**config.mk**
```make
export PLATFORM = sky130hd
export DESIGN_NAME = fp32_to_fp16_cvt
export DESIGN_NICKNAME = d
export VERILOG_FILES = /design/src/rtl/fp16cvt_pkg.sv /design/src/rtl/fcv_unpack.sv /design/src/rtl/fcv_round.sv /design/src/rtl/fcv_pack.sv /design/src/rtl/fp32_to_fp16_cvt.sv
export SDC_FILE = /design/constraint.sdc
export NUM_CORES = 1
export LEC_CHECK = 0
export BUFFER_PORTS_ARGS = -buffer_cell sky130_fd_sc_hd__buf_4
export CAP_MARGIN = 20
export CORE_ASPECT_RATIO = 1.75
export CORE_MARGIN = 2
export CORE_UTILIZATION = 27
export CTS_BUF_LIST = sky130_fd_sc_hd__clkbuf_8
export CTS_CLUSTER_SIZE = 30
export DETAILED_ROUTE_END_ITERATION = 6
export GPL_ROUTABILITY_DRIVEN = 0
export PLACE_DENSITY = 0.54
export SLEW_MARGIN = 10
export SYNTH_ARGS = -nofsm -noshare
export SYNTH_HDL_FRONTEND = slang
export SYNTH_HIERARCHICAL = 1
export SYNTH_SLANG_ARGS = --single-unit
```
**constraint.sdc**
```tcl
create_clock -name clk -period 8.4 [get_ports clk]
set_input_delay 0.84 -clock clk [delete_from_list [all_inputs] [get_ports clk]]
set_output_delay 0.84 -clock clk [all_outputs]
set_load 0.02 [all_outputs]
```
**src/rtl/fp16cvt_pkg.sv**
```systemverilog
package fp16cvt_pkg;

    localparam int SP_EXP_W   = 8;
    localparam int SP_FRAC_W  = 23;
    localparam int SP_W       = 1 + SP_EXP_W + SP_FRAC_W;
    localparam int HP_EXP_W   = 5;
    localparam int HP_FRAC_W  = 10;
    localparam int HP_W       = 1 + HP_EXP_W + HP_FRAC_W;

    localparam int SP_BIAS    = (1 << (SP_EXP_W - 1)) - 1;
    localparam int HP_BIAS    = (1 << (HP_EXP_W - 1)) - 1;
    localparam int BIAS_GAP   = SP_BIAS - HP_BIAS;
    localparam int SP_EXP_ALL = (1 << SP_EXP_W) - 1;
    localparam int HP_EXP_ALL = (1 << HP_EXP_W) - 1;

    // biased input exponents at or below this value collapse to signed zero
    localparam int FLUSH_EXP  = 93;

    localparam int SIG_W      = SP_FRAC_W + 1;
    localparam int FRAC_DROP  = SP_FRAC_W - HP_FRAC_W;
    // deepest right shift reachable by a value just above the flush band
    localparam int MAX_SHIFT  = FRAC_DROP + 1 - (FLUSH_EXP + 1 - BIAS_GAP);
    localparam int SHIFT_W    = $clog2(MAX_SHIFT + 1);
    localparam int EXP_CALC_W = SP_EXP_W + 2;
    localparam int MANT_W     = SIG_W + 1;
    localparam int WIDE_W     = SIG_W + MAX_SHIFT + 2;

    localparam logic [HP_W-2:0] HP_MAG_INF  = {{HP_EXP_W{1'b1}}, {HP_FRAC_W{1'b0}}};
    localparam logic [HP_W-2:0] HP_MAG_MAXF = {{(HP_EXP_W-1){1'b1}}, 1'b0, {HP_FRAC_W{1'b1}}};
    localparam logic [HP_W-1:0] HP_QNAN     = {1'b0, {(HP_W-1){1'b1}}};

    typedef enum logic [1:0] {
        RM_NEAR_EVEN = 2'b00,
        RM_TO_ZERO   = 2'b01,
        RM_TO_NEG    = 2'b10,
        RM_TO_POS    = 2'b11
    } rnd_mode_e;

    // rounding direction applied to the magnitude
    typedef enum logic [1:0] {
        RD_EVEN = 2'b00,
        RD_CHOP = 2'b01,
        RD_AWAY = 2'b10
    } rnd_dir_e;

    typedef enum logic [1:0] {
        CLS_FINITE = 2'b00,
        CLS_TINY   = 2'b01,
        CLS_INF    = 2'b10,
        CLS_NAN    = 2'b11
    } in_class_e;

    typedef struct packed {
        logic                         sign;
        in_class_e                    cls;
        logic signed [EXP_CALC_W-1:0] hexp;
        logic [SIG_W-1:0]             sig;
        logic [SHIFT_W-1:0]           shamt;
    } unpacked_t;

    typedef struct packed {
        logic                         sign;
        in_class_e                    cls;
        logic signed [EXP_CALC_W-1:0] hexp;
        logic [MANT_W-1:0]            mant;
        rnd_dir_e                     dir;
    } rounded_t;

    function automatic rnd_dir_e pick_dir(input rnd_mode_e mode, input logic sign,
                                          input logic chop_force);
        rnd_dir_e d;
        if (chop_force) begin
            d = RD_CHOP;
        end else begin
            case (mode)
                RM_NEAR_EVEN: d = RD_EVEN;
                RM_TO_ZERO:   d = RD_CHOP;
                RM_TO_NEG:    d = sign ? RD_AWAY : RD_CHOP;
                RM_TO_POS:    d = sign ? RD_CHOP : RD_AWAY;
                default:      d = RD_EVEN;
            endcase
        end
        return d;
    endfunction

    function automatic logic round_inc(input rnd_dir_e dir, input logic lsb,
                                       input logic guard, input logic sticky);
        logic inc;
        case (dir)
            RD_EVEN: inc = guard & (sticky | lsb);
            RD_AWAY: inc = guard | sticky;
            default: inc = 1'b0;
        endcase
        return inc;
    endfunction

endpackage

```
**src/rtl/fcv_unpack.sv**
```systemverilog
module fcv_unpack
    import fp16cvt_pkg::*;
(
    input  logic [SP_W-1:0] src,
    output unpacked_t       fields
);
    logic [SP_EXP_W-1:0]  bexp;
    logic [SP_FRAC_W-1:0] frac;
    int                   reb_i;
    int                   sh_i;

    assign bexp = src[SP_W-2 -: SP_EXP_W];
    assign frac = src[SP_FRAC_W-1:0];

    always_comb begin
        fields.sign = src[SP_W-1];
        fields.sig  = {1'b1, frac};

        if (int'(bexp) == SP_EXP_ALL) begin
            fields.cls = (frac != '0) ? CLS_NAN : CLS_INF;
        end else if (int'(bexp) <= FLUSH_EXP) begin
            fields.cls = CLS_TINY;
        end else begin
            fields.cls = CLS_FINITE;
        end

        // rebias; non-positive exponents widen the shift and pin the exponent at 1
        reb_i = int'(bexp) - BIAS_GAP;
        if (reb_i <= 0) begin
            sh_i        = FRAC_DROP + (1 - reb_i);
            fields.hexp = EXP_CALC_W'(1);
        end else begin
            sh_i        = FRAC_DROP;
            fields.hexp = EXP_CALC_W'(reb_i);
        end
        if (sh_i > MAX_SHIFT) begin
            sh_i = MAX_SHIFT;
        end
        fields.shamt = SHIFT_W'(sh_i);
    end
endmodule

```
**src/rtl/fcv_round.sv**
```systemverilog
module fcv_round
    import fp16cvt_pkg::*;
(
    input  unpacked_t fields,
    input  rnd_mode_e mode,
    input  logic      chop_force,
    output rounded_t  rnd
);
    logic [WIDE_W-1:0] wide;
    logic [SIG_W-1:0]  kept;
    logic              guard;
    logic              sticky;
    logic              inc;
    rnd_dir_e          dir;

    always_comb begin
        wide   = {fields.sig, {(MAX_SHIFT + 2){1'b0}}} >> fields.shamt;
        kept   = wide[WIDE_W-1 -: SIG_W];
        guard  = wide[MAX_SHIFT + 1];
        sticky = |wide[MAX_SHIFT:0];
        dir    = pick_dir(mode, fields.sign, chop_force);
        inc    = round_inc(dir, kept[0], guard, sticky);

        rnd.sign = fields.sign;
        rnd.cls  = fields.cls;
        rnd.hexp = fields.hexp;
        rnd.dir  = dir;
        rnd.mant = {1'b0, kept} + MANT_W'(inc);
    end
endmodule

```
**src/rtl/fcv_pack.sv**
```systemverilog
module fcv_pack
    import fp16cvt_pkg::*;
(
    input  rounded_t        rnd,
    output logic [HP_W-1:0] half
);
    int                   e_i;
    logic                 carry;
    logic [HP_FRAC_W-1:0] f_out;

    always_comb begin
        carry = |rnd.mant[MANT_W-1:HP_FRAC_W+1];
        e_i   = int'(rnd.hexp);
        f_out = rnd.mant[HP_FRAC_W-1:0];
        if (carry) begin
            e_i   = e_i + 1;
            f_out = '0;
        end else if (!rnd.mant[HP_FRAC_W]) begin
            e_i = 0;
        end

        case (rnd.cls)
            CLS_NAN:  half = HP_QNAN;
            CLS_INF:  half = {rnd.sign, HP_MAG_INF};
            CLS_TINY: half = {rnd.sign, {(HP_W-1){1'b0}}};
            default: begin
                if (e_i >= HP_EXP_ALL) begin
                    half = (rnd.dir == RD_CHOP) ? {rnd.sign, HP_MAG_MAXF}
                                                : {rnd.sign, HP_MAG_INF};
                end else begin
                    half = {rnd.sign, HP_EXP_W'(e_i), f_out};
                end
            end
        endcase
    end
endmodule

```
**src/rtl/fp32_to_fp16_cvt.sv**
```systemverilog
module fp32_to_fp16_cvt
    import fp16cvt_pkg::*;
#(
    parameter bit OUT_REG = 1'b1
) (
    input  logic        clk,
    input  logic        rst,
    input  logic [31:0] sp_in,
    input  logic [1:0]  rnd_sel,
    input  logic        chop_int,
    output logic [15:0] hp_out
);
    unpacked_t       fields;
    rounded_t        rnd;
    logic [HP_W-1:0] cvt_word;
    logic            in_nan;
    logic            in_inf;
    logic            in_tiny;

    fcv_unpack u_unpack (
        .src    (sp_in),
        .fields (fields)
    );

    fcv_round u_round (
        .fields     (fields),
        .mode       (rnd_mode_e'(rnd_sel)),
        .chop_force (chop_int),
        .rnd        (rnd)
    );

    fcv_pack u_pack (
        .rnd  (rnd),
        .half (cvt_word)
    );

    generate
        if (OUT_REG) begin : g_reg
            always_ff @(posedge clk) begin
                if (rst) begin
                    hp_out <= '0;
                end else begin
                    hp_out <= cvt_word;
                end
            end


            out_latency_chk: assert property (@(posedge clk) disable iff (rst)
                1'b1 |=> hp_out == $past(cvt_word));
        end else begin : g_comb
            assign hp_out = cvt_word;
        end
    endgenerate

    assign in_nan  = (sp_in[30:23] == 8'hFF) && (sp_in[22:0] != '0);
    assign in_inf  = (sp_in[30:23] == 8'hFF) && (sp_in[22:0] == '0);
    assign in_tiny = (sp_in[30:23] <= 8'h5D);


    nan_code_chk: assert property (@(posedge clk) disable iff (rst)
        in_nan |-> cvt_word == 16'h7FFF);


    inf_keep_sign_chk: assert property (@(posedge clk) disable iff (rst)
        in_inf |-> cvt_word == {sp_in[31], 15'h7C00});


    flush_zero_chk: assert property (@(posedge clk) disable iff (rst)
        in_tiny |-> cvt_word == {sp_in[31], 15'h0000});


    sign_follow_chk: assert property (@(posedge clk) disable iff (rst)
        !in_nan |-> cvt_word[15] == sp_in[31]);


    chop_finite_chk: assert property (@(posedge clk) disable iff (rst)
        (chop_int && !in_nan && !in_inf) |-> cvt_word[14:10] != 5'h1F);
endmodule

```
==> results <==
- The run finished with clean final reports.
- For this run, the post-layout net count is roughly 660.
- TritonCTS created 3 clock buffers.
- The design area is 5538 um2.
- Summing the areas of all compound-gate instances in the mapped netlist gives a little over a fifth of the synthesized area.
- The height of the die is 183.5 um.
- The die is around 110 um wide.
- For the worst setup path, the data required time is 8.59 ns.
- The count of instances resized after the clock tree is built is 0.
- The critical path in this run is classified as input port to flop.
- The number of pins exceeding their max-slew limit in the final report is 0.
- In this run the tool buffered the top-level ports with 52 buffer cells.
- The area enclosed by the die boundary is 19550 um2.
- The netlist uses between 90 and 100 different library cells.
- The area growth from synthesis to layout is 11.46%.
- Dividing total power by cell area gives a power density of about 120 nW/um2.
- By area the synthesized netlist is led by sky130_fd_sc_hd__mux4_1 (7.4%), sky130_fd_sc_hd__mux4_2 (6.8%), sky130_fd_sc_hd__dfxtp_1 (6.4%).
- During synthesis, Yosys emitted a total of 6 warnings.
- The worst hold path class is input port to flop.
- For this run, the top clock speed supported by timing is 128.1 MHz.
- Among all cell types in the netlist, the one instantiated most often is sky130_fd_sc_hd__nor2_1.
- In the final layout, the multi-input gates occupy approximately 4000 um2.
- The total core area is 18050 um2.
- The library cell contributing the largest single delay on the critical path is sky130_fd_sc_hd__mux4_1.
- Summing all placed instances gives a cell area of between 5000 and 6000 um2.
- The cell sitting at the root of the clock tree is a sky130_fd_sc_hd__clkbuf_8.
- The dominant register cell in the synthesized netlist is sky130_fd_sc_hd__dfxtp_1.
- The mean number of vias per cell is around 5.5.
- The portion of synthesized area spent on multiplexers is between 20 and 25%.
- At the worst endpoint, the arrival time is roughly 8 ns.
- The number of flip-flops in the largest register is 16.
- The routed wire length is roughly 15000 um.
- The capturing element type of the critical path is a flop.
- Synthesis produced a netlist whose cell count is around 600.
- The first routing iteration left around 230 violations.
- The number of maximum-capacitance violations is 0.
- The number of global-route vias before repair came to around 4600.
- The largest register by flop count is hp_out.
- Once layout is complete, the utilization of the core stands at 30.67%.
- 0 antenna diodes ended up in the layout.
- Once detailed placement completed, the half-perimeter wirelength came to 12260 um.
- The worst voltage drop across the vdd grid is 41.55 uV.
- The area fraction of the dominant cell type after synthesis is 7.404%.
- The largest net degree at the start of global routing is 40.
- The cell repeated most along the worst path is sky130_fd_sc_hd__buf_4.
- The antenna violation net count after detailed routing is 0.
- The proportion of register bits with asynchronous set or reset after synthesis is 0%.
- The hold violation total from the final report was 0.
- TritonCTS built the clock tree.
- The first-pass GRT wire length is around 25000 um.
- The clock-pin slew on the worst setup and hold paths is about 0.060 ns.
- The post-synthesis share of cell area spent on xor and xnor gates is approximately 5.6%.
- The type of element launching the critical path is an input port.
- The clock net in this run drives a total of 16 sinks.
- The sequential cell area fraction in the yosys report is around 6.4%.
- In the final layout, flip-flops and latches occupy 320.3 um2.
- The delay of the slowest critical-path stage is ~0.65 ns.
- The analysis attributes to cell leakage a power of 2.136 nW.
- The worst pin sits at a relative slew slack of between 50 and 60%.
- The cell row count is between 60 and 70.
- The biggest area consumer among synthesized cells is sky130_fd_sc_hd__mux4_1.
- After filler insertion, the fill cell instance count of the layout stands at 2004.
- CTS built an H-tree with a depth of 1.
- The actual slew at the worst max-slew pin is just over 0.7 ns.
- Of the cells placed in the final design, the portion with a size suffix greater than 1 is between 30 and 40%.
- The maximum count of clock buffers along a single path is 2.
- The effective utilization at floorplan is approximately 28%.
- The post-synthesis share of cell area spent on and, or, nand and nor gates is between 20% and 30%.
- The remaining design rule violation count is 0.
- The dominant combinational cell family by area after synthesis is simple AND/OR/NAND/NOR gates.
- The total track usage is 15.50%.
- The maximum net fanout on the critical path is 15.
- The number of enable-type register cells in the synthesized netlist is 0.
- Summing internal, switching and leakage power gives 643.3 uW.
- In the final routed layout, each cell accounts on average for about 18 um.
- In the synthesized netlist, the cells that appear most often are sky130_fd_sc_hd__nor2_1 (51), sky130_fd_sc_hd__buf_4 (42), sky130_fd_sc_hd__nand2_1 (40).
- The largest registers in the layout are hp_out x16.
- The part of the cycle the worst path needs is 92.92%.
- The first detailed-routing pass took 5 iterations.
- After Yosys synthesis, full adders, half adders and majority gates account for approximately 2.8% of the synthesized area.
- Summed over all failing endpoints, the final setup total negative slack is 0 ns.
- The total of endpoints with negative setup slack in the final report is 0.
- The mean instance size in the synthesized netlist is around 8.4 um2.
- Hold is met by approximately 0.9 ns.
- The cell area that synthesis handed to floorplanning was 4969 um2.
- Setup repair after global routing left no endpoint under its margin.
- The synthesized design contains 16 register bits.
- The initial antenna violation count is 0.
- Summed over all layers, the global routing overflow is 0.
- The via count is between 4000 and 5000.
- The worst path in the final design needs a cycle of just under 8 ns, including I/O delays and setup.
- The number of top-level pins is 53.
[cell usage in the layout (no fill, tap or decap), types with 4 or more instances in the layout]
master,instances
sky130_fd_sc_hd__buf_4,94
sky130_fd_sc_hd__nor2_1,51
sky130_fd_sc_hd__nand2_1,40
sky130_fd_sc_hd__mux2i_1,26
sky130_fd_sc_hd__nand3_1,22
sky130_fd_sc_hd__nand4_1,18
sky130_fd_sc_hd__o21ai_0,18
sky130_fd_sc_hd__mux2_2,17
sky130_fd_sc_hd__nor2b_1,16
sky130_fd_sc_hd__dfxtp_1,16
sky130_fd_sc_hd__xnor2_1,16
sky130_fd_sc_hd__a21oi_1,15
sky130_fd_sc_hd__mux4_2,15
sky130_fd_sc_hd__mux4_1,14
sky130_fd_sc_hd__a21o_1,13
sky130_fd_sc_hd__inv_1,12
sky130_fd_sc_hd__nor3_1,12
sky130_fd_sc_hd__ha_1,11
sky130_fd_sc_hd__nand2b_1,11
sky130_fd_sc_hd__xor2_1,11
sky130_fd_sc_hd__o22ai_1,9
sky130_fd_sc_hd__nor4_1,9
sky130_fd_sc_hd__a31oi_1,8
sky130_fd_sc_hd__nor2b_2,7
sky130_fd_sc_hd__o211ai_1,7
sky130_fd_sc_hd__and2b_2,6
sky130_fd_sc_hd__a2111oi_0,6
sky130_fd_sc_hd__clkbuf_8,4
sky130_fd_sc_hd__or3_1,4
sky130_fd_sc_hd__nand3b_1,4
sky130_fd_sc_hd__o31ai_1,4
sky130_fd_sc_hd__a211oi_1,4
[routing by layer]
metal | track usage, % | vias to the layer above | part of all wire (%) | routed length [um]
met5 | 0 | - | 0 | 0
met4 | 6.805 | 0 | 4.3 | 659
met3 | 0.7799 | 38 | 3.0 | 459
met2 | 29.15 | 130 | 53 | 8010
met1 | 17.85 | 2239 | 40 | 6043
li1 | - | 2271 | - | -
[worst max-delay path, delay by kind of cell]
kind / cells / cell delay [ns]
XOR/XNOR: 2 / 0.47
multiplexers: 2 / 1.23
AO/OA/AOI/OAI: 10 / 1.87
adder cells (fa/ha/maj): 3 / 0.69
AND/OR/NAND/NOR: 12 / 2.17
buffers and inverters: 4 / 0.71
[through the flow]
step	worst slack (ns)	instances
floorplan	1.082	592
global placement	0.2660	838
detailed placement	0.2174	838
CTS	0.5027	842
global route	0.09777	849
finish	0.5946	849
[logic make-up (layout without fill, tap and decap cells)]
logic type,Yosys count,after routing
AO/OA/AOI/OAI,132,132
XOR/XNOR,29,29
adder cells (fa/ha/maj),11,11
buffers and inverters,91,114
flip-flops,16,16
multiplexers,74,74
other,2,3
AND/OR/NAND/NOR,236,236
[what timing repair did]
action / 4_1_cts / 5_1_grt
endpoints found under the setup margin: 0 / 11
hold buffers: 0 / 0
buffers inserted: 0 / 7
[layout make-up]
cell class                 instances  share of cell area, %
multi-input combinational        485                  73.81
tap                              234                  5.287
inverter                          15                  1.017
sequential                        16                  5.784
timing repair buffer              95                  13.10
clock buffer                       4                 0.9941
[path summary, 6_finish.rpt]
| check | end | from | slack, ns | cells past startpoint |
|---|---|---|---|---|
| max | hp_out[5] | sp_in[27] | 0.59 | 33 |
| min | hp_out[10] | rst | 0.90 | 2 |
[report_power, final]
| group | internal [mW] | switching (mW) |
|---|---|---|
| Clock | 0.0416 | 0.0259 |
| Sequential | 0.0854 | 0.00288 |
| Combinational | 0.217 | 0.271 |
No activity file was read; power rests on OpenSTA's default activity.
